File: src/rtl/corr_bp.sv
module corr_bp #(
  parameter int PC_W       = 32,
  parameter int INDEX_BITS = 6,
  parameter int HIST_BITS  = 2
) (
  input  logic            clk,
  input  logic            rst_n,
  input  logic [PC_W-1:0] lk_pc,
  output logic            lk_taken,
  input  logic            up_valid,
  input  logic [PC_W-1:0] up_pc,
  input  logic            up_taken
);
  localparam int SLOT_BITS = INDEX_BITS + HIST_BITS;
  localparam int SLOTS     = 1 << SLOT_BITS;

  logic [1:0]           ctr [SLOTS];
  logic [HIST_BITS-1:0] hist;
  logic [1:0]           up_new;

  wire [SLOT_BITS-1:0] lk_slot = {lk_pc[INDEX_BITS+1:2], hist};
  wire [SLOT_BITS-1:0] up_slot = {up_pc[INDEX_BITS+1:2], hist};
  wire [1:0]           up_old  = ctr[up_slot];
  wire unused_pc_bits = ^{lk_pc[PC_W-1:INDEX_BITS+2], lk_pc[1:0],
                          up_pc[PC_W-1:INDEX_BITS+2], up_pc[1:0]};

  assign lk_taken = ctr[lk_slot][1];

  always_comb begin
    if (up_taken) up_new = (up_old == 2'b11) ? up_old : up_old + 2'd1;
    else          up_new = (up_old == 2'b00) ? up_old : up_old - 2'd1;
  end

  always_ff @(posedge clk) begin
    if (!rst_n) begin
      for (int i = 0; i < SLOTS; i++) ctr[i] <= 2'b01;
      hist <= '0;
    end else if (up_valid) begin
      ctr[up_slot] <= up_new;
      hist         <= HIST_BITS'({hist, up_taken});
    end
  end

  // one step up on taken, one step down on not taken
  a_r2_step_up: assert property (@(posedge clk) disable iff (!rst_n)
    up_valid && up_taken && up_old != 2'b11 |=> ctr[$past(up_slot)] == $past(up_old) + 2'd1);
  a_r2_step_down: assert property (@(posedge clk) disable iff (!rst_n)
    up_valid && !up_taken && up_old != 2'b00 |=> ctr[$past(up_slot)] == $past(up_old) - 2'd1);
  // saturation at both ends
  a_r3_sat_high: assert property (@(posedge clk) disable iff (!rst_n)
    up_valid && up_taken && up_old == 2'b11 |=> ctr[$past(up_slot)] == 2'b11);
  a_r3_sat_low: assert property (@(posedge clk) disable iff (!rst_n)
    up_valid && !up_taken && up_old == 2'b00 |=> ctr[$past(up_slot)] == 2'b00);
  // outcome enters history at bit 0
  a_r5_hist_shift: assert property (@(posedge clk) disable iff (!rst_n)
    up_valid |=> hist[0] == $past(up_taken));
  // idle update port leaves history alone
  a_r9_hist_hold: assert property (@(posedge clk) disable iff (!rst_n)
    !up_valid |=> $stable(hist));
endmodule

File: config.mk
export PLATFORM = sky130hd
export DESIGN_NAME = corr_bp
export DESIGN_NICKNAME = d
export VERILOG_FILES = /design/src/rtl/corr_bp.sv
export SDC_FILE = /design/constraint.sdc
export NUM_CORES = 1
export LEC_CHECK = 0
export BUFFER_PORTS_ARGS = -buffer_cell sky130_fd_sc_hd__buf_4
export CORE_MARGIN = 1
export CORE_UTILIZATION = 35
export CTS_CLUSTER_SIZE = 30
export DETAILED_ROUTE_END_ITERATION = 12
export PLACE_DENSITY = 0.51
export SETUP_SLACK_MARGIN = 0.4
export SLEW_MARGIN = 30
export SYNTH_ARGS = -nofsm -noshare
export SYNTH_HDL_FRONTEND = slang
export SYNTH_SLANG_ARGS = --single-unit
File: constraint.sdc
create_clock -name clk -period 10.3 [get_ports clk]
set_clock_uncertainty 0.15 [all_clocks]
set_input_delay 0.515 -clock clk [delete_from_list [all_inputs] [get_ports clk]]
set_output_delay 0.515 -clock clk [all_outputs]
set_load 0.02 [all_outputs]
==> flow_summary_export.csv <==
group,metric,value,unit
timing,max_clock_freq,171,MHz
floorplanning,die_width,278,um
route,drt-met1-wl,36600,um
cells_and_area,synthToLayoutAreaGrowth,10.4,%
route,met3_wirelength,7860,um
synth,synth_top_family_by_area,"multiplexers",
route,route.vias.total,19267,
floorplanning,dieHeight,278,um
synth,post_synthesis_cells,2183,
run_status,outcome,"complete, no violations",
synth,postSynthRegisterBits,514,
grt,antenna_violations_before_repair,3,
route,met2WireLength,41800,um
synth,synth_ff_type,"edfxtp_1",
min_path,hold_path_depth,3,
timing,maxSlewHeadroom,35.0,%
grt,grt_start_max_net_pins,99,
floorplanning,placement_rows,100,
grt,grt_first_pass_wirelength,132000,um
pwr,cellLeakagePower,8.25,nW
clocking,clock_tree.root_cell,"clkbuf_16",
synth,ys_warn_count,0,
worst_setup_path,r2r_slack,4.45,ns
route,route.final.wire_length,90200,um
synth,synth_most_common_cell,"edfxtp_1",
synth,synth_largest_area_cell,"edfxtp_1",
synth,synthesis.nets,2251,
min_path,min_from,"up_valid",
placement,globalplace.congestion,0.894,
clocking,cts_resized,0,
worst_setup_path,criticalPathCategory,"primary input to register",
clocking,holdBufCountCts,0,
timing,setup_viol,0,
worst_setup_path,worstPathMaxFanout,79,
route,drt_first_pass_iters,7,
job,cap_violations,0,
clocking,htree_levels,2,
placement,place_hpwl,56000,um
grt,global_route.usage.total,23.3,%
worst_setup_path,rr_worst_depth,11,
route,viasPerCell,6.27,
synth,synthesis.area,26600,um2
synth,synthDistinctLibCells,60,
clocking,cts_tree,"done",
synth,count_of_flip_flops_with_a_built_in_enable_after_synthesis,512,
floorplanning,ioPinCount,69,
clocking,cts_num_sinks,514,
route,postRouteAntennaNets,0,
timing,tightestPinTransition,0.970,ns
synth,postSynth.asyncResetShare,0,%
min_path,min_delay_worst_endpoint,"hist[0]",
placement,buffer_ports.inserted,16,
worst_setup_path,rr_startpoint,"hist[1]",
timing,setup-tns-final,0,ns
cells_and_area,num_antenna_cells,0,
synth,yosys.area_share.adder,0.150,%
synth,synth_compound_area_share,8.32,%
min_path,min_path_type,"primary input to register",
timing,fin_crit_sh,56.9,%
synth,synthMuxAreaShare,15.2,%
cells_and_area,finalNetCount,2130,
synth,synthXorXnorAreaFrac,0,%
synth,synth_common_cells,"edfxtp_1 (512), nor3_1 (253), o21ai_0 (252)",
timing,final-max-slew-violation-count,0,
clocking,cts_post_setup_buffers_inserted,0,
route,highest-signal-layer,"met5",
synth,post_synth_main_area_contributors,"edfxtp_1 (58%), mux4_2 (8.9%), mux2i_1 (6.3%), nor3_1 (4.8%), o21ai_0 (4.7%)",
timing,rsz0062_at_grt,"no",
synth,synthSimpleGateAreaFrac,13.5,%
clocking,maximum_clock_path_buffer_count,3,
floorplanning,core_area,74800,um2
clocking,cts_inserted_buffers,57,
route,remaining_drc_errors,0,
grt,number_of_global_route_vias_before_repair,19252,
pwr,power.ir.vdd_worst,113,uV
cells_and_area,drive_gt1_share,15.5,%
clocking,insertion_delay,0.66,ns
synth,synth_area_per_cell,12.2,um2
clocking,worst_setup_hold_path_clk_slew,0.06,ns
timing,timing.final.hold_violations,0,
worst_setup_path,cp-start-kind,"primary input",
worst_setup_path,worstReg2RegEnd,"ctr[223][0]",
worst_setup_path,arrival_time_at_the_worst_endpoint,6.06,ns
worst_setup_path,required,10.50,ns
grt,globalRoute.totalOverflow,0,
synth,share_of_the_yosys_chip_area_belonging_to_registers,57.9,%
floorplanning,fp.dieArea,77200,um2
worst_setup_path,cp-end-kind,"register",
synth,synthDominantCellAreaShare,57.7,%
pwr,power.density_cell_area,167,nW/um2
route,dr.first_iter.drc_count,2552,
route,post_drt_wl_per_cell,29.3,um
timing,finalWorstPathRequiredPeriod,5.87,ns
floorplanning,start_util,35.6,%
pwr,report.power.total,4.90,mW
-- state kept, by name, indices dropped and copies added (netlist names) --
signal and flops:
hist 2, ctr 512
-- worst max path at each step --
stage / startpoint / to
finish: up_pc[3] / ctr[223][0]
global route: hist[0] / ctr[223][0]
CTS: hist[0] / ctr[231][0]
detailed placement: up_pc[3] / ctr[223][0]
global placement: up_pc[3] / ctr[215][0]
floorplan: hist[1] / lk_taken
-- cell families after synthesis --
kind of cell	count (synthesis)
buffers and inverters	285
adder cells (fa/ha/maj)	4
AO/OA/AOI/OAI	383
flip-flops	514
multiplexers	274
AND/OR/NAND/NOR	723
-- placed cells by master (no fill, tap or decap), types with 6 or more instances in the layout --
cell and n:
buf_4 93, nor4_1 21, nand2b_1 6, nor3_2 10
o21bai_1 20, edfxtp_1 512, nand2_1 97, a211oi_1 6
clkbuf_16 57, clkinv_2 7, mux4_2 105, mux2i_1 167
nor3_1 242, a21oi_1 23, nor2b_1 9, clkbuf_1 9
nand3_1 243, a222oi_1 8, a22oi_1 37, clkinv_1 19
o211ai_1 8, nor2_1 46, nand4_1 7, o21ai_0 252
-- critical path, cell delays in order --
cell and delay (ns):
buf_4 0.49, buf_4 0.49, and2_1 0.66, buf_4 0.46
a22oi_1 0.12, and3_1 0.23, a2111oi_1 0.75, a311oi_1 0.30
nor3_1 0.29, maj3_4 0.56, buf_4 0.82, nand3_1 0.17
-- final cells by class --
class / instances / area, um2
inverter: 4 / 15.0
clock buffer: 66 / 1460
sequential: 514 / 15400
clock inverter: 37 / 340
timing repair buffer: 101 / 861
fill: 7087 / 45400
tap: 969 / 1210
multi-input combinational: 1384 / 10100
-- where the power goes --
part / internal [mW] / switching (mW)
registers: 2.33 / 0.0153
clock network: 1.14 / 0.878
logic: 0.144 / 0.398
total: 3.61 / 1.29
-- metrics by stage --
stage / utilization [%] / std cells / worst slack [ns] / cell area [um2] / hold WS, ns
global route: 39.3 / 3075 / 4.34 / 29400 / 0.122
global placement: 36.7 / 2966 / 3.74 / 27400 / 0.736
floorplan: - / 2183 / 6.33 / 26600 / 0.534
finish: 39.3 / 3075 / 4.43 / 29400 / 0.113
CTS: 39.3 / 3074 / 4.37 / 29400 / 0.0852
detailed placement: 36.9 / 2971 / 3.92 / 27600 / 0.748
-- routing by layer --
layer	GRT usage, %	vias to the layer above
met3	4.04	200
met1	31.9	9836
met2	36.5	963
met5	0	-
li1	-	8266
met4	9.55	2
Note: power is estimated with default switching activity, not from simulation.
